### config.mk
export PLATFORM = sky130hd
export DESIGN_NAME = wdt_keyed
export DESIGN_NICKNAME = d
export VERILOG_FILES = /design/src/rtl/wdt_pkg.sv /design/src/rtl/wdt_key_seq.sv /design/src/rtl/wdt_timer.sv /design/src/rtl/wdt_fault_ctl.sv /design/src/rtl/wdt_keyed.sv
export SDC_FILE = /design/constraint.sdc
export NUM_CORES = 1
export LEC_CHECK = 0
export ABC_AREA = 1
export BUFFER_PORTS_ARGS = -buffer_cell sky130_fd_sc_hd__buf_2
export CORE_ASPECT_RATIO = 0.75
export CORE_MARGIN = 3
export CORE_UTILIZATION = 55
export DETAILED_ROUTE_END_ITERATION = 8
export HOLD_SLACK_MARGIN = 0.02
export PLACE_DENSITY = 0.8
export SYNTH_ARGS = -nofsm -noshare
export SYNTH_HDL_FRONTEND = slang
export SYNTH_SLANG_ARGS = --single-unit
### constraint.sdc
create_clock -name clk -period 2.3 [get_ports clk]
set_input_delay 0.115 -clock clk [delete_from_list [all_inputs] [get_ports clk]]
set_output_delay 0.115 -clock clk [all_outputs]
set_load 0.01 [all_outputs]
### src/rtl/wdt_pkg.sv
package wdt_pkg;

  typedef enum logic [0:0] {
    KEY_IDLE  = 1'b0,
    KEY_ARMED = 1'b1
  } key_st_t;

  typedef enum logic [1:0] {
    FLT_RUN = 2'd0,
    FLT_IRQ = 2'd1,
    FLT_RST = 2'd2
  } flt_st_t;

  typedef struct packed {
    logic bad_word;
    logic late;
    logic early;
    logic expired;
  } fault_vec_t;

endpackage

### src/rtl/wdt_key_seq.sv
module wdt_key_seq
  import wdt_pkg::*;
#(
  parameter int DATA_W = 16,
  parameter int ADDR_W = 4,
  parameter int CNT_W = 16,
  parameter int ADDR_REFRESH = 0,
  parameter logic [DATA_W-1:0] KEY_LO = 16'hA602,
  parameter logic [DATA_W-1:0] KEY_HI = 16'hB480,
  parameter int GAP_MAX = 20,
  localparam int GAP_W = $clog2(GAP_MAX + 1)
) (
  input  logic              clk,
  input  logic              rst_n,
  input  logic              active,
  input  logic              wr_en,
  input  logic [ADDR_W-1:0] wr_addr,
  input  logic [DATA_W-1:0] wr_data,
  input  logic              win_en,
  input  logic [CNT_W-1:0]  window_val,
  input  logic [CNT_W-1:0]  count,
  output logic              refresh_ok,
  output logic              bad_word,
  output logic              late,
  output logic              early,
  output logic              armed,
  output logic [GAP_W-1:0]  gap
);

  key_st_t          st_q, st_n;
  logic [GAP_W-1:0] gap_q, gap_n;
  logic             rf_wr;

  assign rf_wr = wr_en && (wr_addr == ADDR_W'(ADDR_REFRESH));

  always_comb begin
    st_n       = st_q;
    gap_n      = gap_q;
    refresh_ok = 1'b0;
    bad_word   = 1'b0;
    late       = 1'b0;
    early      = 1'b0;
    if (!active) begin
      st_n  = KEY_IDLE;
      gap_n = '0;
    end else if (st_q == KEY_ARMED) begin
      if (rf_wr) begin
        st_n  = KEY_IDLE;
        gap_n = '0;
        if (wr_data != KEY_HI) begin
          bad_word = 1'b1;
        end else if (win_en && (count <= window_val)) begin
          early = 1'b1;
        end else begin
          refresh_ok = 1'b1;
        end
      end else if (gap_q == GAP_W'(GAP_MAX)) begin
        late  = 1'b1;
        st_n  = KEY_IDLE;
        gap_n = '0;
      end else begin
        gap_n = gap_q + 1'b1;
      end
    end else if (rf_wr) begin
      if (wr_data == KEY_LO) begin
        st_n  = KEY_ARMED;
        gap_n = GAP_W'(1);
      end else begin
        bad_word = 1'b1;
      end
    end
  end

  always_ff @(posedge clk or negedge rst_n) begin
    if (!rst_n) begin
      st_q  <= KEY_IDLE;
      gap_q <= '0;
    end else begin
      st_q  <= st_n;
      gap_q <= gap_n;
    end
  end

  assign armed = (st_q == KEY_ARMED);
  assign gap   = gap_q;

endmodule

### src/rtl/wdt_timer.sv
module wdt_timer #(
  parameter int CNT_W = 16
) (
  input  logic             clk,
  input  logic             rst_n,
  input  logic             enable,
  input  logic             run,
  input  logic             clr,
  input  logic             restart,
  input  logic [CNT_W-1:0] timeout_val,
  output logic [CNT_W-1:0] count,
  output logic             expired
);

  logic [CNT_W-1:0] cnt_q, cnt_n;
  logic             cnt_ce;

  always_comb begin
    expired = run && enable && (cnt_q >= timeout_val);
    cnt_n   = cnt_q;
    if (clr) begin
      cnt_n = '0;
    end else if (run) begin
      if (!enable || restart) begin
        cnt_n = '0;
      end else if (!expired) begin
        cnt_n = cnt_q + 1'b1;
      end
    end
    cnt_ce = (cnt_n != cnt_q);
  end

  always_ff @(posedge clk or negedge rst_n) begin
    if (!rst_n) begin
      cnt_q <= '0;
    end else if (cnt_ce) begin
      cnt_q <= cnt_n;
    end
  end

  assign count = cnt_q;

endmodule

### src/rtl/wdt_fault_ctl.sv
module wdt_fault_ctl
  import wdt_pkg::*;
#(
  parameter int IRQ_DLY = 128,
  localparam int DLY_W = $clog2(IRQ_DLY + 1)
) (
  input  logic clk,
  input  logic rst_n,
  input  logic fault,
  input  logic irq_first,
  output logic irq,
  output logic rst_req,
  output logic run,
  output logic clr
);

  flt_st_t          st_q, st_n;
  logic [DLY_W-1:0] dly_q, dly_n;

  always_comb begin
    st_n  = st_q;
    dly_n = dly_q;
    unique case (st_q)
      FLT_RUN: begin
        dly_n = '0;
        if (fault) begin
          st_n = irq_first ? FLT_IRQ : FLT_RST;
        end
      end
      FLT_IRQ: begin
        if (dly_q == DLY_W'(IRQ_DLY - 1)) begin
          st_n  = FLT_RST;
          dly_n = '0;
        end else begin
          dly_n = dly_q + 1'b1;
        end
      end
      FLT_RST: begin
        st_n  = FLT_RUN;
        dly_n = '0;
      end
      default: begin
        st_n  = FLT_RUN;
        dly_n = '0;
      end
    endcase
  end

  always_ff @(posedge clk or negedge rst_n) begin
    if (!rst_n) begin
      st_q  <= FLT_RUN;
      dly_q <= '0;
    end else begin
      st_q  <= st_n;
      dly_q <= dly_n;
    end
  end

  assign irq     = (st_q == FLT_IRQ);
  assign rst_req = (st_q == FLT_RST);
  assign run     = (st_q == FLT_RUN);
  assign clr     = (st_q == FLT_RST);

endmodule

### src/rtl/wdt_keyed.sv
module wdt_keyed
  import wdt_pkg::*;
#(
  parameter int DATA_W = 16,
  parameter int ADDR_W = 4,
  parameter int CNT_W = 16,
  parameter int ADDR_REFRESH = 0,
  parameter logic [DATA_W-1:0] KEY_LO = 16'hA602,
  parameter logic [DATA_W-1:0] KEY_HI = 16'hB480,
  parameter int GAP_MAX = 20,
  parameter int IRQ_DLY = 128,
  localparam int GAP_W = $clog2(GAP_MAX + 1)
) (
  input  logic              clk,
  input  logic              rst_n,
  input  logic              wr_en,
  input  logic [ADDR_W-1:0] wr_addr,
  input  logic [DATA_W-1:0] wr_data,
  input  logic              enable,
  input  logic              win_en,
  input  logic [CNT_W-1:0]  timeout_val,
  input  logic [CNT_W-1:0]  window_val,
  input  logic              irq_first,
  output logic              irq,
  output logic              rst_req
);

  logic             run;
  logic             clr;
  logic             active;
  logic             refresh_ok;
  logic             armed;
  logic [GAP_W-1:0] gap;
  logic [CNT_W-1:0] count;
  fault_vec_t       fv;
  logic             fault;

  assign active = enable && run;
  assign fault  = |fv;

  wdt_key_seq #(
    .DATA_W      (DATA_W),
    .ADDR_W      (ADDR_W),
    .CNT_W       (CNT_W),
    .ADDR_REFRESH(ADDR_REFRESH),
    .KEY_LO      (KEY_LO),
    .KEY_HI      (KEY_HI),
    .GAP_MAX     (GAP_MAX)
  ) u_key (
    .clk       (clk),
    .rst_n     (rst_n),
    .active    (active),
    .wr_en     (wr_en),
    .wr_addr   (wr_addr),
    .wr_data   (wr_data),
    .win_en    (win_en),
    .window_val(window_val),
    .count     (count),
    .refresh_ok(refresh_ok),
    .bad_word  (fv.bad_word),
    .late      (fv.late),
    .early     (fv.early),
    .armed     (armed),
    .gap       (gap)
  );

  wdt_timer #(
    .CNT_W(CNT_W)
  ) u_tmr (
    .clk        (clk),
    .rst_n      (rst_n),
    .enable     (enable),
    .run        (run),
    .clr        (clr),
    .restart    (refresh_ok),
    .timeout_val(timeout_val),
    .count      (count),
    .expired    (fv.expired)
  );

  wdt_fault_ctl #(
    .IRQ_DLY(IRQ_DLY)
  ) u_flt (
    .clk      (clk),
    .rst_n    (rst_n),
    .fault    (fault),
    .irq_first(irq_first),
    .irq      (irq),
    .rst_req  (rst_req),
    .run      (run),
    .clr      (clr)
  );

endmodule

After elaboration in Yosys (flattened, before gate mapping)
Cells that the tools add are included.
Operators by class
  equality and inequality tests: 11
  reductions and logical operators: 11
  $lt $le $gt $ge: 2
  muxes and demuxes: 42
  add/subtract/negate cells: 3
Operators by type and width (number)
  2-to-1 mux 16 bit: 4
  2-to-1 mux 5 bit: 6
  2-to-1 mux 1 bit: 26
  adder 16 x 1 -> 16 bit, second input constant: 1
  == test 16 bit, second input constant: 1
  >= comparator 16 bit: 1
  <= comparator 16 bit: 1
  2-to-1 mux 8 bit: 2
  != test 16 bit: 1
  != test 16 bit, second input constant: 1
  adder 8 x 1 -> 8 bit, second input constant: 1
  == test 8 x 7 -> 1 bit, second input constant: 1
  2-to-1 mux 2 bit: 3
  != test 3 bit, second input constant: 2
  adder 5 x 1 -> 5 bit, second input constant: 1
  == test 5 bit, second input constant: 1
  logical AND 1 bit: 4
  zero test 4 bit: 1
  one-hot mux 2 bit (2 select lines): 1
  AND reduction 2 bit: 2
  OR reduction 4 bit: 1
  == test 2 x 1 -> 1 bit, second input constant: 1
  == test 2 bit, second input constant: 1
  zero test 2 bit: 1
  4 further kinds: 4
Storage, ports and cells
  flip-flop bits (word level): 32
  logic and storage cells: 74

Longest topological paths before layout
  word-level depth: 12
  depth in mapped cells: 19
  mapped depth without buffers: 18

Modules after synthesis
Synthesis repeated with hierarchy kept, for this count alone.
Second synthesis, totals
  cell total of the unflattened synthesis: 465
  area total of the unflattened synthesis: 3199.3 µm²
Modules (own cells, without submodules)
  wdt_timer: instances 1, sequential area each 400.4 µm², cells an instance 249, area each 1737.9 µm²
  wdt_key_seq: instances 1, sequential area each 150.1 µm², cells an instance 149, area each 938.4 µm²
  wdt_fault_ctl: instances 1, sequential area each 250.2 µm², cells an instance 62, area each 504.2 µm²
  wdt_keyed: instances 1, sequential area each 0.0 µm², cells an instance 5, area each 18.8 µm²

Worst setup path after synthesis
OpenSTA, ideal clock, no wires.
  path type: register to register
  start: register u_tmr.cnt_q[7], in the netlist u_tmr.count[7]
  end: register u_tmr.cnt_q[11], in the netlist u_tmr.count[11]
  buffers on the path: 1
  setup time: 71 ps
  data arrival time: 1693 ps
  required time: 2229 ps
  path slack: 536 ps
  cell stages (with the launch flop): 16
  cell sequence: dfrtp_1 > ha_1 > nand2_1 > inv_1 > nand2_1 > nand2_1 > nor2_1 > nand2_1 > nand2_1 > nand2_1 > nand2_2 > buf_6 > nand3_1 > a21oi_1 > nand2_1 > nor2_1
On the way
  cells in the longest elaborated chain, start to end: 12
  elaborated cells on any way between the ends: 16
  classes of those cells: add/sub (1); order compare (2); eq/ne (1); mux (9); reduce/logical (3)
Ends and longest elaborated chain
  start: declaration: line wdt_timer.sv:15  | logic [CNT_W-1:0] cnt_q, cnt_n;
  start signal: assignment: line wdt_timer.sv:37  | cnt_q <= cnt_n;
  <= comparator 16 bit: line wdt_key_seq.sv:52  | end else if (win_en && (count <= window_val)) begin
  logical AND 1 bit: line wdt_key_seq.sv:52
  2-to-1 mux 1 bit: line wdt_key_seq.sv:52
  2-to-1 mux 1 bit: line wdt_key_seq.sv:50  | if (wr_data != KEY_HI) begin
  2-to-1 mux 1 bit: line wdt_key_seq.sv:47  | if (rf_wr) begin
  2-to-1 mux 1 bit: line wdt_key_seq.sv:46  | end else if (st_q == KEY_ARMED) begin
  2-to-1 mux 1 bit: line wdt_key_seq.sv:43  | if (!active) begin
  logical OR 1 bit: line wdt_timer.sv:24  | if (!enable || restart) begin
  2-to-1 mux 16 bit: line wdt_timer.sv:24
  2-to-1 mux 16 bit: line wdt_timer.sv:23  | end else if (run) begin
  2-to-1 mux 16 bit: line wdt_timer.sv:21  | if (clr) begin
  != test 16 bit: line wdt_timer.sv:30  | cnt_ce = (cnt_n != cnt_q);
Several ways; a longest one is shown, not always the timed one.
A chain may end at the register's enable or synchronous reset.

Worst setup path after layout
  start: register u_tmr.cnt_q[11], in the netlist u_tmr.count[11]
  end: register u_tmr.cnt_q[7], in the netlist u_tmr.count[7]
Same word-level chain as after synthesis.

==> metrics <==
Leak Pwr 2.03 nW; Max Slew Vio Count 0; mapped cell area 2810 µm²; Fmax achieved 465 MHz; CP peak stage delay 450 ps; final cell count without fillers 542; DRT Pass-1 Iters 5; clk buf depth 2; largest area contributor in the netlist dfrtp_1; setup violators final 0; CP Capture Type register; antenna cells 0; layout cells sized above 1 17.9%; slew margin rel. 51.7%; first-pass GRT wire length 10800 µm; Seq/Total Area, Yosys 28.5%; num ports 60; Hold Fails Final Rpt 0; flop2flop setup slack 150 ps; DRC 0; GRT Total Usage 22.8%; fin crit share 93.6%; routed via count 2771; clock-pin slew on the worst setup and hold paths 80 ps; Final nets 578; status complete, no violations; crit path from u_tmr.count[11]; dpl hpwl 4950 µm; Synth warnings 0; worst skew pair latency 290 ps; crit path DAT 2370 ps; die width 88.6 µm; full die area 6010 µm²; Synth area leaders dfrtp_1, ha_1, inv_1, nand2_1, nor2_1; CP required 2520 ps; final instance area 3310 µm²; CTS HTree Levels 2; pre-CTS setup slack 84.7 ps; IO buf count 59; CTS tree built; Setup crit end u_tmr.count[7]; Core Rows 21; Root Buffer clkbuf_8; setup TNS 0 ps; r2r startpoint u_tmr.count[11]; Crit Path Category reg2reg; pwr dens 382 nW/µm²; worst hold slack 87.5 ps; worst-margin pin slew 725 ps; post-DR wirelength/cell 11.8 µm; max_cap viols 0; Worst R2R End u_tmr.count[7]; vias in the first global route 2582; initial antenna violation count 0; Hold Path Class in2reg; Synth top area share 28.5%; final setup skew 7.91 ps; crit-path most repeated cell nand2_1; GPL Wtd Cong 0.902; total chip power 1.27 mW; CP Cell Sequence ha_1, a21oi_1, o21ai_0, a21oi_1, nand2_1, nand2_1, nand2_1, nand2_1, nand2_2, nand2_4, nand2_1, nor2_1; Mapped Nets 512; dpl cell area 3160 µm²; Peak VDD IR 227 µV; Placed Cells incl. Taps 532; total length of routed wires 6380 µm; min Tclk post-route 2150 ps; core area 4680 µm²; Worst Setup Start Kind register; fin worst setup slack 148 ps; total grt overflow 0; top layer in use met4; CP max FO 7; met1 WL 3100 µm; post-CTS setup buffer count 0; Initial Util 60.1%; pin count of the biggest net entering global routing 33; Synth Area per Inst 6.73 µm²; Die Y 67.9 µm; initial drt markers 190; synth unique cells 29; Layout Area Growth over Synthesis 17.8%; Max stage delay cell, worst path dfrtp_1; clock sinks 32; worst r2r path cells 12; Num CTS Buffers 5; drt via density 5.11; met2 routed WL 2690 µm; remaining antenna violation count after routing 0; Mapped Cells 418; final core utilization 70.8%; routed wl met3 495 µm; #FFs+latches synth 32
-- power breakdown --
group	leakage, nW	switching (mW)	internal [mW]	total, mW
clock network	0.0541	0.224	0.320	0.544
logic	1.61	0.0836	0.0754	0.159
registers	0.365	0	0.563	0.563
-- synth_stat cells (all sizes together) --
master,number
nor2,60
nor4,1
a21oi,34
o21ai,14
nand4,9
and3,2
ha,36
a21o,1
buf,3
o22ai,1
nand3,33
o21bai,1
a22oi,1
o32ai,1
inv,90
or2,2
nor3,13
nand3b,2
clkbuf,2
dfrtp,32
nand2,80
-- kinds of logic (layout without fill, tap and decap cells) --
family          after synthesis  in the layout  synth area share (%)
compound gates               53             53                  9.88
fa+ha+maj                    36             36                  16.0
buf+inv                      95            161                  13.5
flops                        32             32                  28.5
simple gates                202            203                  32.1
-- metal layers --
metal	vias up	GRT usage, %
li1	1467	-
met1	1190	32.1
met2	103	36.2
met3	11	3.61
met4	0	6.79
met5	-	0
-- how the worst min path moves through the flow --
stage | to | cells after the start | slack, ps | startpoint
global route | u_flt.st_q[1] | 4 | 120 | irq_first
global placement | u_flt.dly_q[3] | 1 | 220 | rst_n
finish | u_flt.st_q[1] | 4 | 90 | irq_first
floorplan | u_flt.dly_q[0] | 0 | -180 | rst_n
detailed placement | u_flt.dly_q[7] | 1 | 210 | rst_n
CTS | u_tmr.count[1] | 3 | 80 | enable
-- area by class of cell --
class | instances | area [µm²]
Clock buffer | 5 | 68.8
Multi-Input combinational cell | 292 | 1660
Sequential cell | 32 | 801
Fill cell | 385 | 1360
Inverter | 90 | 338
Tap cell | 57 | 71.3
Timing Repair Buffer | 63 | 328
Clock inverter | 3 | 42.5
-- placed cells by master, fill, tap and decap left out, types with 2 or more instances in the layout --
master,synthesis,routed
a21oi_1,34,33
and3_1,2,2
buf_2,0,59
buf_4,0,3
clkbuf_8,0,5
dfrtp_1,32,32
ha_1,36,36
inv_1,88,88
inv_2,2,2
nand2_1,74,73
nand2_2,6,5
nand2_4,0,3
nand3_1,32,32
nand3b_1,2,2
nand4_1,8,8
nor2_1,60,60
nor3_1,11,10
nor3_2,1,2
o21ai_0,12,12
o21ai_1,2,2
-- critical path, delay by kind of cell (launching register included) --
family	cells	cell delay (ps)
fa+ha+maj	1	340
simple gates	8	780
flops	1	450
compound gates	3	520
-- sequential cells by signal, summed over array words and instances (netlist names) --
signal and count:
u_tmr.count 16, u_key.gap 5, u_key.armed 1, u_flt.st_q 2, u_flt.dly_q 8
-- what timing repair did --
| action | 4_1_cts | 5_1_grt |
|---|---|---|
| endpoints found under the setup margin | 0 | 17 |
| resized for setup | 0 | 6 |
| hold buffers | 1 | 0 |
| hold endpoints to repair | 32 | 0 |
Note: power is estimated with default switching activity, not from simulation.
